==> src/rtl/irqagg_pkg.sv <==
package irqagg_pkg;

    // Register word offsets on the register port
    typedef enum logic [1:0] {
        REG_MAIN_STAT = 2'd0,
        REG_MASK      = 2'd1,
        REG_VEC_STAT  = 2'd2,
        REG_TARGET    = 2'd3
    } reg_sel_e;

    // Bit positions decoded by the service software
    localparam int unsigned SUM_POS  = 23;
    localparam int unsigned INTX_LSB = 16;

    // Output machine
    typedef enum logic {
        IRQ_IDLE   = 1'b0,
        IRQ_ACTIVE = 1'b1
    } irq_state_e;

endpackage

==> src/rtl/irqagg_msi_capture.sv <==
module irqagg_msi_capture #(
    parameter int unsigned DATA_W    = 32,
    parameter int unsigned VEC_COUNT = 32
) (
    input  logic                 clk,
    input  logic                 rst_n,
    input  logic                 in_valid,
    input  logic [DATA_W-1:0]    in_addr,
    input  logic [DATA_W-1:0]    in_data,
    input  logic                 tgt_wr,
    input  logic [DATA_W-1:0]    tgt_wdata,
    input  logic                 clr_en,
    input  logic [VEC_COUNT-1:0] clr_bits,
    output logic [DATA_W-1:0]    target_q,
    output logic [VEC_COUNT-1:0] vec_q,
    output logic                 vec_hit
);
    localparam int unsigned VIDX_W = $clog2(VEC_COUNT);

    logic [VEC_COUNT-1:0] set_bits;

    // Address match and range check of the vector number
    assign vec_hit = in_valid && (in_addr == target_q) &&
                     (in_data < DATA_W'(VEC_COUNT));

    always_ff @(posedge clk or negedge rst_n) begin
        if (!rst_n) begin
            target_q <= '0;
        end else if (tgt_wr) begin
            target_q <= tgt_wdata;
        end
    end

    // One status cell per vector; a set event wins over a clear
    for (genvar i = 0; i < VEC_COUNT; i++) begin : g_vec
        assign set_bits[i] = vec_hit && (in_data[VIDX_W-1:0] == VIDX_W'(i));

        always_ff @(posedge clk or negedge rst_n) begin
            if (!rst_n) begin
                vec_q[i] <= 1'b0;
            end else begin
                vec_q[i] <= (vec_q[i] & ~(clr_en & clr_bits[i])) | set_bits[i];
            end
        end
    end

endmodule

==> src/rtl/irqagg_main_status.sv <==
module irqagg_main_status
    import irqagg_pkg::*;
#(
    parameter int unsigned DATA_W = 32,
    parameter int unsigned INTX_N = 4
) (
    input  logic              clk,
    input  logic              rst_n,
    input  logic              vec_hit,
    input  logic [INTX_N-1:0] intx_i,
    input  logic              clr_en,
    input  logic              clr_sum,
    input  logic [INTX_N-1:0] clr_intx,
    input  logic              mask_wr,
    input  logic              mask_sum_d,
    input  logic [INTX_N-1:0] mask_intx_d,
    output logic [DATA_W-1:0] status_word,
    output logic [DATA_W-1:0] mask_word,
    output logic              pending
);
    logic              sum_q;
    logic [INTX_N-1:0] intx_q;
    logic              msk_sum_q;
    logic [INTX_N-1:0] msk_intx_q;

    always_ff @(posedge clk or negedge rst_n) begin
        if (!rst_n) begin
            sum_q <= 1'b0;
        end else begin
            sum_q <= (sum_q & ~(clr_en & clr_sum)) | vec_hit;
        end
    end

    for (genvar k = 0; k < INTX_N; k++) begin : g_intx
        always_ff @(posedge clk or negedge rst_n) begin
            if (!rst_n) begin
                intx_q[k] <= 1'b0;
            end else begin
                intx_q[k] <= (intx_q[k] & ~(clr_en & clr_intx[k])) | intx_i[k];
            end
        end
    end

    always_ff @(posedge clk or negedge rst_n) begin
        if (!rst_n) begin
            msk_sum_q  <= 1'b1;
            msk_intx_q <= '1;
        end else if (mask_wr) begin
            msk_sum_q  <= mask_sum_d;
            msk_intx_q <= mask_intx_d;
        end
    end

    always_comb begin
        status_word                        = '0;
        status_word[SUM_POS]               = sum_q;
        status_word[INTX_LSB +: INTX_N]    = intx_q;
        mask_word                          = '0;
        mask_word[SUM_POS]                 = msk_sum_q;
        mask_word[INTX_LSB +: INTX_N]      = msk_intx_q;
    end

    assign pending = (sum_q & ~msk_sum_q) | (|(intx_q & ~msk_intx_q));

endmodule

==> src/rtl/irqagg_irq_fsm.sv <==
module irqagg_irq_fsm
    import irqagg_pkg::*;
(
    input  logic clk,
    input  logic rst_n,
    input  logic pending,
    output logic irq_o
);
    irq_state_e state_q, state_d;

    always_ff @(posedge clk or negedge rst_n) begin
        if (!rst_n) begin
            state_q <= IRQ_IDLE;
        end else begin
            state_q <= state_d;
        end
    end

    always_comb begin
        state_d = state_q;
        unique case (state_q)
            IRQ_IDLE:   if (pending)  state_d = IRQ_ACTIVE;
            IRQ_ACTIVE: if (!pending) state_d = IRQ_IDLE;
            default:    state_d = IRQ_IDLE;
        endcase
    end

    always_comb begin
        unique case (state_q)
            IRQ_ACTIVE: irq_o = 1'b1;
            default:    irq_o = 1'b0;
        endcase
    end

endmodule

==> src/rtl/irqagg_top.sv <==
module irqagg_top
    import irqagg_pkg::*;
#(
    parameter int unsigned DATA_W    = 32,
    parameter int unsigned VEC_COUNT = 32,
    parameter int unsigned INTX_N    = 4
) (
    input  logic              clk,
    input  logic              rst_n,
    input  logic              reg_wr_en,
    input  logic [1:0]        reg_wr_addr,
    input  logic [DATA_W-1:0] reg_wr_data,
    input  logic [1:0]        reg_rd_addr,
    output logic [DATA_W-1:0] reg_rd_data,
    input  logic              in_wr_valid,
    input  logic [DATA_W-1:0] in_wr_addr,
    input  logic [DATA_W-1:0] in_wr_data,
    input  logic [INTX_N-1:0] intx_i,
    output logic              irq_o
);
    reg_sel_e wr_sel, rd_sel;

    logic                 wr_main, wr_mask, wr_vec, wr_tgt;
    logic [DATA_W-1:0]    target_q;
    logic [VEC_COUNT-1:0] vec_q;
    logic                 vec_hit;
    logic [DATA_W-1:0]    status_q;
    logic [DATA_W-1:0]    mask_q;
    logic                 pending;
    logic [DATA_W-1:0]    vec_word;

    assign wr_sel = reg_sel_e'(reg_wr_addr);
    assign rd_sel = reg_sel_e'(reg_rd_addr);

    always_comb begin
        wr_main = 1'b0;
        wr_mask = 1'b0;
        wr_vec  = 1'b0;
        wr_tgt  = 1'b0;
        unique case (wr_sel)
            REG_MAIN_STAT: wr_main = reg_wr_en;
            REG_MASK:      wr_mask = reg_wr_en;
            REG_VEC_STAT:  wr_vec  = reg_wr_en;
            REG_TARGET:    wr_tgt  = reg_wr_en;
            default:       ;
        endcase
    end

    irqagg_msi_capture #(
        .DATA_W    (DATA_W),
        .VEC_COUNT (VEC_COUNT)
    ) u_msi (
        .clk       (clk),
        .rst_n     (rst_n),
        .in_valid  (in_wr_valid),
        .in_addr   (in_wr_addr),
        .in_data   (in_wr_data),
        .tgt_wr    (wr_tgt),
        .tgt_wdata (reg_wr_data),
        .clr_en    (wr_vec),
        .clr_bits  (reg_wr_data[VEC_COUNT-1:0]),
        .target_q  (target_q),
        .vec_q     (vec_q),
        .vec_hit   (vec_hit)
    );

    irqagg_main_status #(
        .DATA_W (DATA_W),
        .INTX_N (INTX_N)
    ) u_main (
        .clk         (clk),
        .rst_n       (rst_n),
        .vec_hit     (vec_hit),
        .intx_i      (intx_i),
        .clr_en      (wr_main),
        .clr_sum     (reg_wr_data[SUM_POS]),
        .clr_intx    (reg_wr_data[INTX_LSB +: INTX_N]),
        .mask_wr     (wr_mask),
        .mask_sum_d  (reg_wr_data[SUM_POS]),
        .mask_intx_d (reg_wr_data[INTX_LSB +: INTX_N]),
        .status_word (status_q),
        .mask_word   (mask_q),
        .pending     (pending)
    );

    irqagg_irq_fsm u_fsm (
        .clk     (clk),
        .rst_n   (rst_n),
        .pending (pending),
        .irq_o   (irq_o)
    );

    always_comb begin
        vec_word                  = '0;
        vec_word[VEC_COUNT-1:0]   = vec_q;
    end

    always_comb begin
        unique case (rd_sel)
            REG_MAIN_STAT: reg_rd_data = status_q;
            REG_MASK:      reg_rd_data = mask_q;
            REG_VEC_STAT:  reg_rd_data = vec_word;
            REG_TARGET:    reg_rd_data = target_q;
            default:       reg_rd_data = '0;
        endcase
    end

endmodule

==> config.mk <==
export PLATFORM = sky130hd
export DESIGN_NAME = irqagg_top
export DESIGN_NICKNAME = d
export VERILOG_FILES = /design/src/rtl/irqagg_pkg.sv /design/src/rtl/irqagg_msi_capture.sv /design/src/rtl/irqagg_main_status.sv /design/src/rtl/irqagg_irq_fsm.sv /design/src/rtl/irqagg_top.sv
export SDC_FILE = /design/constraint.sdc
export NUM_CORES = 1
export LEC_CHECK = 0
export ABC_AREA = 1
export BUFFER_PORTS_ARGS = -buffer_cell sky130_fd_sc_hd__buf_2
export CAP_MARGIN = 10
export CORE_MARGIN = 2
export CORE_UTILIZATION = 56
export DETAILED_ROUTE_END_ITERATION = 6
export HOLD_SLACK_MARGIN = 0.06
export PLACE_DENSITY = 0.91
export SLEW_MARGIN = 10
export SYNTH_ARGS = -nofsm -noshare
export SYNTH_HDL_FRONTEND = slang
export SYNTH_SLANG_ARGS = --single-unit
==> constraint.sdc <==
create_clock -name clk -period 3.15 [get_ports clk]
set_clock_uncertainty 0.2 [all_clocks]
set_input_delay 0.1575 -clock clk [delete_from_list [all_inputs] [get_ports clk]]
set_output_delay 0.1575 -clock clk [all_outputs]
set_load 0.02 [all_outputs]
==> flow_summary_export.csv <==
group,metric,value,unit
timing,setup_viol,0,
timing,fmax,0.461,GHz
die,num_rows,32,
global_route,grt_max_degree,76,
timing,hold_slack,0.113,ns
synthesis,yosysMostFrequentCell,"nand2_1",
timing,setup_tns,0,ns
synthesis,synth_edf_count,0,
synthesis,synth_top_area_share,39.5,%
die,core_area,0.00769,mm2
global_route,antenna_found_initial,0,
synthesis,synthTopCellsByArea,"dfrtp_1 39%, nand2_1 14%, o21ai_0 9.0%",
global_route,track_usage,30.8,%
worst_setup_path,crit_path_start_kind,"register",
synthesis,ys.flop_type,"dfrtp_1",
synthesis,yosysTopAreaCell,"dfrtp_1",
worst_setup_path,path_cells,"xnor2_1 -> nand2_1 -> nor2_1 -> nand2_1 -> nor2_4 -> buf_4 -> nand3_1 -> nand2_1",
worst_setup_path,required,3.26,ns
clocking,root_buffer,"clkbuf_8",
cells_and_area,num-nets-final,868,
cells_and_area,layout-drive-gt1-share,26.8,%
timing,min_period,2.17,ns
run,cap_violations,0,
min_path,hp-class,"input pin to register",
placement,dpl-instance-area,0.00514,mm2
worst_setup_path,crit_fanout,23,
synthesis,synth_cells,583,
clocking,cts_tree,"yes",
worst_setup_path,path_common_cell,"nand2_1",
die,ios,141,
worst_setup_path,max_stage_delay,0.42,ns
synthesis,ys_warn_count,0,
clocking,cts_buffer_depth,2,
timing,slew_headroom,38.2,%
drt,drc,0,
drt,vias,4688,
synthesis,synth-seq-area-share,42.4,%
cells_and_area,design_area,0.00582,mm2
synthesis,ys_ff_latch,75,
drt,avgViaCountPerCell,5.41,
clocking,numCtsBuffers,9,
worst_setup_path,reg2reg_depth,8,
power_and_ir_drop,p_leak,3.14,nW
synthesis,synthArstFlopShare,100,%
cells_and_area,num_antenna_cells,0,
timing,rsz0062_at_grt,"false",
power_and_ir_drop,power_density,421,mW/mm2
placement,dpl_worst_slack,1.02,ns
placement,numPortBuffers,140,
global_route,grt_pass1_wl,20.9,mm
cells_and_area,fillCellCount,568,
power_and_ir_drop,ir_drop,0.000354,V
synthesis,synth_common_cells,"165 x nand2_1, 80 x o21ai_0, 70 x dfrtp_1",
clocking,clk_latency,0.37,ns
clocking,clock_sinks,75,
die,chipWidth,93.0,um
worst_setup_path,crit_arrival,2.28,ns
synthesis,ys_types,26,
clocking,ctsHoldBuffers,46,
timing,fin_ws,0.979,ns
synthesis,syn_area_per_cell,7.61,um2
clocking,cts_setup_buffers,0,
synthesis,synth_area,0.00444,mm2
die,die_h,93.0,um
worst_setup_path,worstSetupPathType,"register to register",
cells_and_area,area_growth,31.2,%
die,initial_core_util,57.7,%
drt,wl_per_cell,15.0,um
global_route,overflow,0,
placement,place.gp.congestion,0.919,
drt,postRouteAntennaNets,0,
clocking,cts_resized,0,
synthesis,syn-num-nets,691,
clocking,path_clk_slew,0.09,ns
worst_setup_path,crit_slowest_cell,"buf_4",
worst_setup_path,cp-end-kind,"register",
timing,worstMarginPinSlew,0.927,ns
drt,drtIter0Drc,435,
timing,slew_violations,0,
drt,wirelength,13.0,mm
timing,min_period_over_period,68.9,%
drt,first_pass_iters,7,
die,die-area,0.00865,mm2
min_path,whs_path_depth,4,
clocking,h-tree-depth,3,
global_route,grt_pass1_vias,4572,
placement,hpwl,8.78,mm
outcome,status,"completed",
timing,finalHoldViolCount,0,
cells in the final DEF (no fill, tap or decap), drive strengths merged:
| master | n |
|---|---|
| xnor2 | 16 |
| clkinv | 1 |
| dfrtp | 70 |
| dlygate4sd3 | 46 |
| nor2 | 66 |
| nor3 | 10 |
| o21ai | 80 |
| xor2 | 5 |
| nand3 | 39 |
| nand4 | 4 |
| clkinvlp | 2 |
| o22ai | 2 |
| a22o | 18 |
| bufinv | 2 |
| o2111ai | 2 |
| inv | 73 |
| dfstp | 5 |
| o21bai | 4 |
| clkbuf | 10 |
| buf | 144 |
| nand2 | 166 |
worst paths after layout:
kind / from / to / slack (ns)
setup / recovery: u_msi.target_q[12]$_DFFE_PN0P_ / u_msi.vec_q[8]$_DFF_PN0_ / 0.98
hold / removal: reg_wr_en / u_main.sum_q$_DFF_PN0_ / 0.11
setup reg to reg: u_msi.target_q[12]$_DFFE_PN0P_ / u_msi.vec_q[8]$_DFF_PN0_ / 0.98
hold reg to reg: u_main.msk_intx_q[2]$_DFFE_PN1P_ / u_main.msk_intx_q[2]$_DFFE_PN1P_ / 0.31
max in group asynchronous: rst_n / u_msi.target_q[2]$_DFFE_PN0P_ / 1.87
min in group asynchronous: rst_n / u_msi.target_q[4]$_DFFE_PN0P_ / 0.25
flip-flops by register name, indices dropped and copies added, names as in the netlist:
| register | cells |
|---|---|
| u_msi.target_q | 32 |
| u_msi.vec_q | 32 |
| u_main.msk_intx_q | 4 |
| u_main.status_word | 4 |
| u_fsm.state_q | 1 |
| u_main.msk_sum_q | 1 |
| u_main.sum_q | 1 |
critical path: cells and delay by family (launching register included):
kind / cells / cell delay [ns]
buf+inv: 1 / 0.42
flops: 1 / 0.41
xor+xnor: 1 / 0.20
simple gates: 6 / 0.90
metal layers:
layer | vias up | part of all wire (%) | track usage, % | wire (um)
met1 | 2190 | 41 | 38.2 | 5280
met3 | 41 | 6.9 | 5.64 | 897
met5 | - | 0 | 0 | 0
met2 | 249 | 49 | 52.4 | 6410
li1 | 2208 | - | - | -
met4 | 0 | 3.2 | 14.3 | 411
cell type report:
type | instances | area, um2 | area share, %
Tap cell | 102 | 128 | 2.19
Inverter | 72 | 270 | 4.64
Multi-Input combinational cell | 412 | 2130 | 36.6
Clock buffer | 10 | 128 | 2.19
Sequential cell | 75 | 1880 | 32.4
Timing Repair Buffer | 190 | 1190 | 20.5
Clock inverter | 6 | 88.8 | 1.53
kinds of logic after synthesis:
kind of cell,after synthesis,share of synthesized area [%]
buf+inv,96,9.67
simple gates,285,29.8
flops,75,42.4
compound gates,106,13.9
xor+xnor,21,4.15
report_power, final:
group	switching, W	internal, W
registers	0.0000734	0.00105
clock network	0.000373	0.000447
logic	0.000285	0.000223
metrics by stage:
stage                     power, W  utilization [%]  cells
after floorplan            0.00140                -    583
after global placement     0.00157             66.9    805
after detailed placement   0.00159             66.9    805
after CTS                  0.00245             75.7    867
after global routing       0.00257             75.7    867
final                      0.00245             75.7    867
Note: power is estimated with default switching activity, not from simulation.
